$ cat config.mk
export PLATFORM = sky130hd
export DESIGN_NAME = pp_frame_tx
export DESIGN_NICKNAME = d
export VERILOG_FILES = /design/src/rtl/pp_tx_pkg.sv /design/src/rtl/pp_tx_sched.sv /design/src/rtl/pp_tx_shifter.sv /design/src/rtl/pp_tx_ctrl.sv /design/src/rtl/pp_frame_tx.sv
export SDC_FILE = /design/constraint.sdc
export NUM_CORES = 1
export LEC_CHECK = 0
export BUFFER_PORTS_ARGS = -buffer_cell sky130_fd_sc_hd__clkbuf_2
export CAP_MARGIN = 20
export CORE_MARGIN = 2
export CORE_UTILIZATION = 55
export CTS_BUF_LIST = sky130_fd_sc_hd__clkbuf_16
export CTS_CLUSTER_SIZE = 8
export DETAILED_ROUTE_END_ITERATION = 10
export PLACE_DENSITY = 0.76
export SLEW_MARGIN = 15
export SYNTH_ARGS = -nofsm -noshare
export SYNTH_HDL_FRONTEND = slang
export SYNTH_SLANG_ARGS = --single-unit
$ cat constraint.sdc
create_clock -name clk -period 2.42 [get_ports clk]
set_clock_uncertainty 0.05 [all_clocks]
set_input_delay 0.726 -clock clk [delete_from_list [all_inputs] [get_ports clk]]
set_output_delay 0.726 -clock clk [all_outputs]
set_load 0.03 [all_outputs]
$ cat src/rtl/pp_tx_pkg.sv
package pp_tx_pkg;

  typedef enum logic [2:0] {
    ST_IDLE,
    ST_GAP,
    ST_PAUSE,
    ST_HOLD,
    ST_TAIL
  } tx_state_e;

  // Longest schedule in ticks for a frame of nbits one-bits.
  function automatic int unsigned worst_ticks(int unsigned gap, int unsigned nbits,
                                              int unsigned one_t, int unsigned pause);
    return gap + nbits * one_t + pause;
  endfunction

endpackage

$ cat src/rtl/pp_tx_sched.sv
// Running timestamp plus absolute deadline; phase ends when the timestamp
// reaches the deadline, deadline then advanced by the next interval.
module pp_tx_sched #(
  parameter int unsigned TW  = 13,
  parameter int unsigned GAP = 330
) (
  input  logic          clk,
  input  logic          rst_n,
  input  logic          tick,
  input  logic          load,
  input  logic          step,
  input  logic [TW-1:0] interval,
  output logic          hit
);

  logic [TW-1:0] now_q, now_d;
  logic [TW-1:0] due_q, due_d;
  logic          en;

  assign hit = tick && ((now_q + TW'(1)) == due_q);
  assign en  = load | tick | step;

  always_comb begin
    now_d = now_q;
    due_d = due_q;
    if (load) begin
      now_d = '0;
      due_d = TW'(GAP);
    end else begin
      if (tick) now_d = now_q + TW'(1);
      if (step) due_d = due_q + interval;
    end
  end

  always_ff @(posedge clk or negedge rst_n) begin
    if (!rst_n) begin
      now_q <= '0;
      due_q <= '0;
    end else if (en) begin
      now_q <= now_d;
      due_q <= due_d;
    end
  end

endmodule

$ cat src/rtl/pp_tx_shifter.sv
// Holds the latched frame and the count of bits still to send.
module pp_tx_shifter #(
  parameter int unsigned MAXB = 32,
  parameter int unsigned LW   = 6
) (
  input  logic            clk,
  input  logic            rst_n,
  input  logic            load,
  input  logic            shift,
  input  logic [MAXB-1:0] frame_data,
  input  logic [LW-1:0]   frame_len,
  output logic            cur_bit,
  output logic            empty
);

  logic [MAXB-1:0] data_q, data_d;
  logic [LW-1:0]   left_q, left_d;
  logic [LW-1:0]   len_eff;

  assign len_eff = (frame_len > LW'(MAXB)) ? LW'(MAXB) : frame_len;
  assign cur_bit = data_q[0];
  assign empty   = (left_q == '0);

  always_comb begin
    data_d = data_q;
    left_d = left_q;
    if (load) begin
      data_d = frame_data;
      left_d = len_eff;
    end else if (shift) begin
      data_d = data_q >> 1;
      left_d = left_q - LW'(1);
    end
  end

  always_ff @(posedge clk or negedge rst_n) begin
    if (!rst_n) begin
      data_q <= '0;
      left_q <= '0;
    end else if (load | shift) begin
      data_q <= data_d;
      left_q <= left_d;
    end
  end

endmodule

$ cat src/rtl/pp_tx_ctrl.sv
module pp_tx_ctrl
  import pp_tx_pkg::*;
#(
  parameter int unsigned TW      = 13,
  parameter int unsigned PAUSE_T = 30,
  parameter int unsigned ZERO_T  = 90,
  parameter int unsigned ONE_T   = 150
) (
  input  logic          clk,
  input  logic          rst_n,
  input  logic          start,
  input  logic          hit,
  input  logic          cur_bit,
  input  logic          key_bit,
  input  logic          empty,
  output logic          load,
  output logic          shift,
  output logic          step,
  output logic [TW-1:0] interval,
  output logic          carrier,
  output logic          busy,
  output logic          done,
  output logic          key_adv
);

  localparam logic [TW-1:0] PauseIv = TW'(PAUSE_T);
  localparam logic [TW-1:0] ZeroIv  = TW'(ZERO_T - PAUSE_T);
  localparam logic [TW-1:0] OneIv   = TW'(ONE_T - PAUSE_T);

  tx_state_e state_q, state_d;
  logic      coded_q, coded_d;
  logic      done_q, done_d;
  logic      kadv_q, kadv_d;

  always_comb begin
    state_d  = state_q;
    coded_d  = coded_q;
    done_d   = 1'b0;
    kadv_d   = 1'b0;
    load     = 1'b0;
    shift    = 1'b0;
    step     = 1'b0;
    interval = PauseIv;
    unique case (state_q)
      ST_IDLE: begin
        if (start) begin
          load    = 1'b1;
          state_d = ST_GAP;
        end
      end
      ST_GAP, ST_HOLD: begin
        if (hit) begin
          step = 1'b1;
          if (empty) begin
            state_d = ST_TAIL;
          end else begin
            state_d = ST_PAUSE;
            coded_d = cur_bit ^ key_bit;
            shift   = 1'b1;
            kadv_d  = 1'b1;
          end
        end
      end
      ST_PAUSE: begin
        if (hit) begin
          step     = 1'b1;
          interval = coded_q ? OneIv : ZeroIv;
          state_d  = ST_HOLD;
        end
      end
      ST_TAIL: begin
        if (hit) begin
          state_d = ST_IDLE;
          done_d  = 1'b1;
        end
      end
      default: state_d = ST_IDLE;
    endcase
  end

  always_ff @(posedge clk or negedge rst_n) begin
    if (!rst_n) begin
      state_q <= ST_IDLE;
      coded_q <= 1'b0;
      done_q  <= 1'b0;
      kadv_q  <= 1'b0;
    end else begin
      state_q <= state_d;
      coded_q <= coded_d;
      done_q  <= done_d;
      kadv_q  <= kadv_d;
    end
  end

  assign carrier = !((state_q == ST_PAUSE) || (state_q == ST_TAIL));
  assign busy    = (state_q != ST_IDLE);
  assign done    = done_q;
  assign key_adv = kadv_q;

endmodule

$ cat src/rtl/pp_frame_tx.sv
module pp_frame_tx
  import pp_tx_pkg::*;
#(
  parameter int unsigned MAX_BITS    = 32,
  parameter int unsigned GAP_TICKS   = 330,
  parameter int unsigned PAUSE_TICKS = 30,
  parameter int unsigned ZERO_TICKS  = 90,
  parameter int unsigned ONE_TICKS   = 150,
  localparam int unsigned LEN_W  = $clog2(MAX_BITS + 1),
  localparam int unsigned TIME_W =
    $clog2(worst_ticks(GAP_TICKS, MAX_BITS, ONE_TICKS, PAUSE_TICKS) + 2)
) (
  input  logic                clk,
  input  logic                rst_n,
  input  logic                tick,
  input  logic                start,
  input  logic [MAX_BITS-1:0] frame_data,
  input  logic [LEN_W-1:0]    frame_len,
  input  logic                key_bit,
  output logic                carrier,
  output logic                key_adv,
  output logic                busy,
  output logic                done
);

  logic [1:0] rst_pipe_q;
  logic       rst_q_n;
  logic       load, shift, step, hit, cur_bit, empty;
  logic [TIME_W-1:0] interval;

  // Asynchronous assertion, synchronous release.
  always_ff @(posedge clk or negedge rst_n) begin
    if (!rst_n) rst_pipe_q <= 2'b00;
    else        rst_pipe_q <= {rst_pipe_q[0], 1'b1};
  end
  assign rst_q_n = rst_pipe_q[1];

  pp_tx_sched #(.TW(TIME_W), .GAP(GAP_TICKS)) u_sched (
    .clk(clk), .rst_n(rst_q_n), .tick(tick), .load(load), .step(step),
    .interval(interval), .hit(hit)
  );

  pp_tx_shifter #(.MAXB(MAX_BITS), .LW(LEN_W)) u_shift (
    .clk(clk), .rst_n(rst_q_n), .load(load), .shift(shift),
    .frame_data(frame_data), .frame_len(frame_len),
    .cur_bit(cur_bit), .empty(empty)
  );

  pp_tx_ctrl #(.TW(TIME_W), .PAUSE_T(PAUSE_TICKS), .ZERO_T(ZERO_TICKS),
               .ONE_T(ONE_TICKS)) u_ctrl (
    .clk(clk), .rst_n(rst_q_n), .start(start), .hit(hit), .cur_bit(cur_bit),
    .key_bit(key_bit), .empty(empty), .load(load), .shift(shift), .step(step),
    .interval(interval), .carrier(carrier), .busy(busy), .done(done),
    .key_adv(key_adv)
  );

endmodule

==> qor.yml, run 1 <==
power:
  swShare: 0.343
  cellLeakagePower_uw: 0.00285
  intPower_uw: 3230
  seqPwrFrac: 0.374
  netSwitchingPower_uw: 1690
  clockPowerShare: 0.264
  comb_power_share: 0.362
  cellPowerDensity_nw_per_um2: 843
  vdd_drop_max_v: 0.000594
clock_tree:
  clk_pin_slew_worst_paths_ns: 0.06
  cts_root_buf: "clkbuf_16"
  htree_levels: 3
  clkSinkCount: 71
  cts_tree: "yes"
  cts_buffers: 9
  clk-insertion-delay-late_ns: 0.33
  cts_buffer_depth: 2
  cts_hold_buf: 0
timing:
  tightest_slew_ns: 0.554
  finalCritPeriodShare: 1.50
  final_hold_viol_count: 0
  worst_slack_ns: -1.20
  min_period_ns: 3.62
  max-slew-margin-rel: 0.628
  max_freq_ghz: 0.276
  finalSetupViolCount: 51
  slew_viol_final: 0
  rsz0062_at_grt: "yes"
route:
  vias: 3964
  post_drt_wl_per_cell_um: 18.3
  ant_nets: 0
  first_pass_iters: 5
  routed_wl_um: 12500
  drt_iter0_drc: 271
  viasPerCell: 5.81
  drc_errors: 0
critical_path:
  max_stage_delay_ns: 0.42
  crit_path_start_kind: "flip-flop"
  cp.depth: 18
  crit_top_cell: "buf_4"
  cp_cell_sequence: "buf_4, nand2_4, nor3_4, mux2_4, nor3_1, nand4_1, nor3b_2, inv_1, ha_4, inv_2, fa_2, nor3b_4, nor2b_1, o21ai_1, nand2b_1, buf_4, nor2b_4, mux2i_1"
  r2r-start: "u_sched.now_q[2]"
  endpoint_kind: "flip-flop"
  cp.arrival_ns: 3.79
  path_class: "flip-flop to flip-flop"
  worstPathMaxFanout: 5
  required_ns: 2.59
  slowest_stage: "dfrtp_1"
  worstRegToRegCells: 18
  cp_num_buf_inv: 4
  startpoint: "u_sched.now_q[2]"
  path_delay_family: "simple AND/OR/NAND/NOR gates"
run:
  maxCapViolCount: 0
floorplanning:
  core_area_um2: 7210
  rows: 31
  die-height_um: 90.1
  dieArea_um2: 8110
  start_util: 0.565
  die_w_um: 90.1
  io_pins: 47
global_routing:
  grt_antenna_before_repair: 0
  track_usage: 0.273
  grt_pass1_wl_um: 17900
  overflow: 0
  grt_max_degree: 55
  grt_pass1_vias: 3731
finish:
  areaGrowthSynthToFinish_pct: 43.1
  layout_commonest_cell: "buf_4"
  n_fill_cell: 435
  stdcell_area_um2: 5830
  final_cell_mix: "89 x buf_4, 66 x dfrtp_1, 57 x nand2_1"
  finalNetCount: 629
  layout-drive-gt1-share: 0.393
  num_antenna_cells: 0
synthesis:
  synth_mux_area_frac: 0.104
  synth_compound_area_frac: 0.120
  async_flop_share: 1.00
  synth_area_um2: 4080
  synth-warning-count: 0
  syn_inst: 444
  synth_xor_area_frac: 0.0559
  syn_nets: 494
  synthAdderAreaFrac: 0.0233
  synth_top_family_by_area: "simple AND/OR/NAND/NOR gates"
  ys_types: 56
  synthFlopType: "dfrtp_1"
  synth_area_per_cell_um2: 9.18
  synthSimpleGateAreaFrac: 0.216
  synth-seq-cells: 71
  seq_area_frac_synth: 0.436
  synth_edf_count: 0
run_status:
  status: "complete, but fails checks"
  violations: "negative setup slack"
hold_path:
  hp-class: "input port to asynchronous set/reset pin"
placed_design:
  place_ws_ns: -1.13
  place_area_um2: 5050
  hpwlAfterDp_um: 7060
  portBuffers: 46
  place.gp.congestion: 0.899
[layer usage]
| layer | GRT usage | part of all wire |
|---|---|---|
| met1 | 0.380 | 0.41 |
| met2 | 0.444 | 0.50 |
| met3 | 0.0386 | 0.067 |
| met4 | 0.0923 | 0.026 |
| met5 | 0 | 0 |
[repair_timing]
action,in CTS,in global routing
setup buffers,19,11
resized for setup,30,77
hold endpoints to repair,0,0
cloned,0,0
pin swaps,26,21
endpoints found under the setup margin,51,54
[Yosys cell counts, drive strengths merged (2+ instances only)]
| cell type | instances | area share |
|---|---|---|
| nand4 | 10 | 0.017 |
| o211ai | 2 | 0.0037 |
| nand3 | 17 | 0.021 |
| and4 | 3 | 0.0064 |
| nor4b | 2 | 0.0058 |
| buf | 12 | 0.014 |
| or4 | 6 | 0.011 |
| nor4 | 5 | 0.0077 |
| dfrtp | 71 | 0.44 |
| ha | 6 | 0.018 |
| a21oi | 12 | 0.015 |
| mux2 | 3 | 0.0083 |
| xnor2 | 13 | 0.028 |
| o31ai | 2 | 0.0037 |
| nor3 | 9 | 0.011 |
| and2 | 7 | 0.011 |
| and3 | 6 | 0.0092 |
| mux2i | 39 | 0.096 |
| a211o | 4 | 0.0086 |
| a31oi | 5 | 0.0077 |
| clkbuf | 15 | 0.014 |
| inv | 17 | 0.016 |
| nand2 | 59 | 0.055 |
| nor3b | 3 | 0.0055 |
| or3 | 8 | 0.012 |
| nor2b | 5 | 0.0077 |
| o21ai | 43 | 0.053 |
| xor2 | 13 | 0.028 |
| nor2 | 26 | 0.024 |
[path summary, 6_finish.rpt]
check	to	slack [ns]
max reg2reg	u_sched.due_q[7]	-1.20
max	u_sched.due_q[7]	-1.20
min	rst_pipe_q[0]	0.11
min reg2reg	u_sched.due_q[2]	0.21
min in group clk	rst_pipe_q[1]	0.31
max in group asynchronous	u_sched.due_q[1]	1.47
[logic make-up (layout without fill, tap and decap cells)]
logic type      Yosys count  after routing
compound gates           81             81
flops                    71             71
other cells               1              1
simple gates            172            172
xor+xnor                 26             26
buf+inv                  44            183
fa+ha+maj                 7              7
mux                      42             42
[metrics by stage]
step | std cells | setup TNS [ns] | total power [uW] | hold WS [ns] | utilization
after floorplan | 444 | -10.53 | 2580 | 0.281 | -
after global placement | 643 | -17.23 | 3030 | 0.203 | 0.700
after detailed placement | 643 | -19.94 | 3100 | 0.205 | 0.700
after CTS | 677 | -20.37 | 4620 | 0.116 | 0.772
after global routing | 682 | -25.17 | 5160 | 0.118 | 0.808
final | 682 | -20.74 | 4920 | 0.115 | 0.808
[state kept, by name (all words and copies together) (netlist names)]
name	flops
u_shift.data_q	32
u_sched.due_q	12
u_ctrl.key_adv	1
u_ctrl.state_q	3
u_ctrl.done	1
u_shift.left_q	6
u_ctrl.coded_q	1
rst_pipe_q	2
u_sched.now_q	13
[power groups by stage]
stage | registers [uW] | logic, uW | clock network, uW
floorplan | 1740 | 841 | 0
global placement | 1780 | 1250 | 0
detailed placement | 1800 | 1300 | 0
CTS | 1790 | 1530 | 1300
global route | 1860 | 1930 | 1360
finish | 1840 | 1780 | 1300
[final cells by class]
cell class | count | area (um2) | share of cell area
inverter | 17 | 63.8 | 0.0109
multi-input combinational | 329 | 2460 | 0.422
clock inverter | 6 | 60.1 | 0.0103
sequential | 71 | 1780 | 0.306
timing repair buffer | 151 | 1120 | 0.191
clock buffer | 9 | 225 | 0.0386
tap | 99 | 124 | 0.0212
[worst reg2reg max path, stage by stage (launching register included)]
cell and delay (ns):
dfrtp_1 0.42, buf_4 0.20, nand2_4 0.09, nor3_4 0.22, mux2_4 0.34, nor3_1 0.19
nand4_1 0.17, nor3b_2 0.32, inv_1 0.14, ha_4 0.20, inv_2 0.06, fa_2 0.20
nor3b_4 0.19, nor2b_1 0.07, o21ai_1 0.16, nand2b_1 0.11, buf_4 0.15, nor2b_4 0.12
mux2i_1 0.11
No activity file was read; power rests on OpenSTA's default activity.
==> run 2, diff against run 1 <==
ABC_AREA = 1   (was not set)
HOLD_SLACK_MARGIN = 0.03   (was not set)
PLACE_DENSITY = 0.75   (was 0.76)
==> run 2 against run 1 <==
The run still ends with negative setup slack left. Utilization grew 0.85 points. Synthesized cell count grew 49%. Register-to-register slack gained 0.42 ns. Global-route usage grew 4.9 points. Non-clock buffer count grew 16. Sequential power grew 2%. Critical path depth grew 4. Flip-flop and latch count is the same. First-iteration DRC count grew 55%. Worst hold slack lost 0.0025 ns. Largest cell class unchanged.
==> qor.yml, run 2 <==
placed_design:
  place.gp.congestion: 0.906  # +0.82%
  place_ws_ns: -0.732  # +0.394 ns
  place_area_um2: 5480  # +8.6%
  portBuffers: 46  # unchanged
  hpwlAfterDp_um: 8620  # +22%
route:
  drc_errors: 0  # unchanged
  highest_layer: "met4"
  first_pass_iters: 5  # unchanged
  dr_wl_met3_um: 945  # +13%
  vias: 5060  # +28%
  routed_wl_um: 14200  # +13%
  post_drt_wl_per_cell_um: 15.3  # -16%
  met2WireLength_um: 7060  # +13%
  ant_nets: 0  # unchanged
  wl_met1_um: 5560  # +9.4%
  drt_iter0_drc: 419  # +55%
  viasPerCell: 5.48  # -5.8%
critical_path:
  endpoint_kind: "flip-flop"
  rr_endpoint: "u_sched.due_q[7]"
  cp.arrival_ns: 3.38  # -0.41 ns
  crit_path_start_kind: "flip-flop"
  worstRegToRegCells: 22  # +4
  reg2reg_slack_ns: -0.78  # +0.42 ns
  required_ns: 2.60  # about the same
  path_class: "flip-flop to flip-flop"
  r2r-start: "u_sched.now_q[3]"
  worstPathMaxFanout: 4  # -1
finish:
  areaGrowthSynthToFinish_pct: 42.8
  fin_util: 0.817  # +0.00848
  n_fill_cell: 485  # +11%
  layout-drive-gt1-share: 0.316  # -0.0765
  reg_top3: "u_shift.data_q x32, u_sched.now_q x13, u_sched.due_q x12"
  finalNetCount: 867  # +38%
  largest_register_ffs: 32  # unchanged
  regMostFlops: "u_shift.data_q"
  final_cell_mix: "281 x nand2_1, 94 x buf_4, 77 x nand3_1"
  layout_commonest_cell: "nand2_1"
  num_antenna_cells: 0  # unchanged
  stdcell_area_um2: 6380  # +9.4%
timing:
  max_freq_ghz: 0.312  # +13%
  final_hold_viol_count: 0  # unchanged
  finalCritPeriodShare: 1.32  # -0.172
  slew_viol_final: 0  # unchanged
  min_period_ns: 3.20  # -0.416 ns
  tns_ns: -10.12  # +10.61 ns
  worst_slack_ns: -0.783  # +0.416 ns
  finalSetupViolCount: 51  # unchanged
  hold_ws_ns: 0.112  # -0.00252 ns
  tightest_slew_ns: 0.770  # +0.217 ns
  rsz0062_at_grt: "yes"
  max-slew-margin-rel: 0.487  # -0.141
clock_tree:
  cts_tree: "yes"
  cts_buffers: 9  # unchanged
  clk-insertion-delay-late_ns: 0.34  # about the same
  clkSinkCount: 71  # unchanged
  htree_levels: 3  # unchanged
  cts_hold_buf: 0  # unchanged
  clk_pin_slew_worst_paths_ns: 0.06  # about the same
  cts_buffer_depth: 2  # unchanged
  cts_root_buf: "clkbuf_16"
run_status:
  violations: "negative setup slack"
  status: "complete, but fails checks"
hold_path:
  hp-class: "input port to asynchronous set/reset pin"
synthesis:
  syn_nets: 710  # +44%
  syn_inst: 660  # +49%
  synth.area.top_cells: "dfrtp_1 40%, nand2_1 25%, nand3_1 9.5%"
  ys_types: 40  # -29%
  synth_area_um2: 4460  # +9.5%
  synth-seq-cells: 71  # unchanged
  synth_area_per_cell_um2: 6.76  # -26%
  async_flop_share: 1.00  # unchanged
  synth-warning-count: 0  # unchanged
  yosysMostFrequentCell: "nand2_1"
  synth_edf_count: 0  # unchanged
  synthTopCellsByCount: "302 x nand2_1, 85 x nand3_1, 71 x dfrtp_1"
  synthFlopType: "dfrtp_1"
  seq_area_frac_synth: 0.398  # -0.0380
  yosys.area.top_type: "dfrtp_1"
  synth_top_area_frac: 0.398  # -0.0380
floorplanning:
  die_w_um: 94.1  # +4.5%
  die-height_um: 94.1  # +4.5%
  dieArea_um2: 8850  # +9.1%
  rows: 32  # +3.2%
  core_area_um2: 7810  # +8.2%
  start_util: 0.572  # +0.00693
  io_pins: 47  # unchanged
global_routing:
  grt_antenna_before_repair: 0  # unchanged
  grt_pass1_wl_um: 22500  # +26%
  grt_max_degree: 42  # -24%
  overflow: 0  # unchanged
  grt_pass1_vias: 4863  # +30%
  track_usage: 0.323  # +0.0495
power:
  vdd_drop_max_v: 0.000517  # -13%
  cellLeakagePower_uw: 0.00356  # +25%
  cellPowerDensity_nw_per_um2: 999  # +18%
run:
  maxCapViolCount: 0  # unchanged
run 2: cell types whose count changed after synthesis, moves of 6 or more:
cell / previous run / this run
xnor2_1: 13 / 2
inv_1: 17 / 53
or3_1: 8 / 0
nand3_1: 17 / 85
o21ai_0: 42 / 7
o22ai_1: 0 / 9
a21oi_1: 12 / 5
nand2_1: 58 / 302
nor2_1: 26 / 41
and3_1: 6 / 0
or4_1: 6 / 0
xor2_1: 13 / 7
mux2i_1: 39 / 0
run 2: worst max path at each step:
stage	startpoint	endpoint	slack [ns]	depth (start not counted)
finish	u_sched.now_q[3]	u_sched.due_q[7]	-0.78	22
detailed placement	u_sched.now_q[1]	u_sched.due_q[10]	-0.73	22
floorplan	u_sched.now_q[1]	u_sched.due_q[12]	-0.48	23
global route	u_sched.now_q[3]	u_sched.due_q[4]	-0.94	21
global placement	u_sched.now_q[1]	u_sched.due_q[9]	-0.61	24
CTS	u_sched.now_q[1]	u_sched.due_q[12]	-0.58	22
run 2: cell type report:
cell class                      instances  area, um2  area share
Clock inverter                          7       65.1      0.0102
Tap cell                              102        128      0.0200
Clock buffer                            9        225      0.0353
Multi-Input combinational cell        513       2680       0.420
Inverter                               55        214      0.0336
Sequential cell                        71       1780       0.279
Timing Repair Buffer                  167       1280       0.201
run 2: per-layer routing:
metal | vias up | GRT usage
met5 | - | 0
met4 | 0 | 0.170
met3 | 66 | 0.0610
met2 | 230 | 0.540
met1 | 2362 | 0.394
li1 | 2402 | -
run 2: logic make-up (layout without fill, tap and decap cells):
group | Yosys count | count (layout) | share of synthesized area
AO/OA/AOI/OAI | 30 | 30 | 0.0404
XOR/XNOR | 9 | 9 | 0.0177
adder cells (fa/ha/maj) | 7 | 7 | 0.0213
buffers and inverters | 79 | 238 | 0.0731
flip-flops | 71 | 71 | 0.398
other | 1 | 1 | 0.000840
AND/OR/NAND/NOR | 463 | 466 | 0.449
run 2: where the power goes:
part           total (uW)  leakage (uW)  switching [uW]  internal (uW)
clock network        1320      0.000148             526            792
registers            1880      0.000923             308           1580
logic                3170       0.00249            1800           1370
total                6370       0.00356            2630           3740
run 2: what timing repair did:
item	CTS	global route
gates resized for setup	46	30
cloned	0	3
endpoints found under the setup margin	20	56
pin swaps	27	12
setup buffers	35	9
run 2: worst max-delay path, stage by stage (launching register included):
cell	delay [ns]
dfrtp_1	0.42
buf_4	0.17
inv_1	0.18
nand2_2	0.12
nand3_2	0.10
nand2_1	0.09
nor2_2	0.14
nand2_1	0.08
nor2_2	0.14
nand3_4	0.12
nor2_8	0.11
nand2_4	0.07
ha_4	0.18
inv_4	0.05
fa_2	0.22
nand3_2	0.08
nand2_2	0.08
nand2_2	0.08
a21oi_4	0.20
xor2_1	0.19
nor2_1	0.08
nand2_1	0.08
nand2_1	0.04
run 2: metrics by stage:
stage               total power (uW)  std cells
finish                          6370        924
global placement                4370        868
CTS                             6100        919
global route                    6760        924
floorplan                       3550        660
detailed placement              4520        868
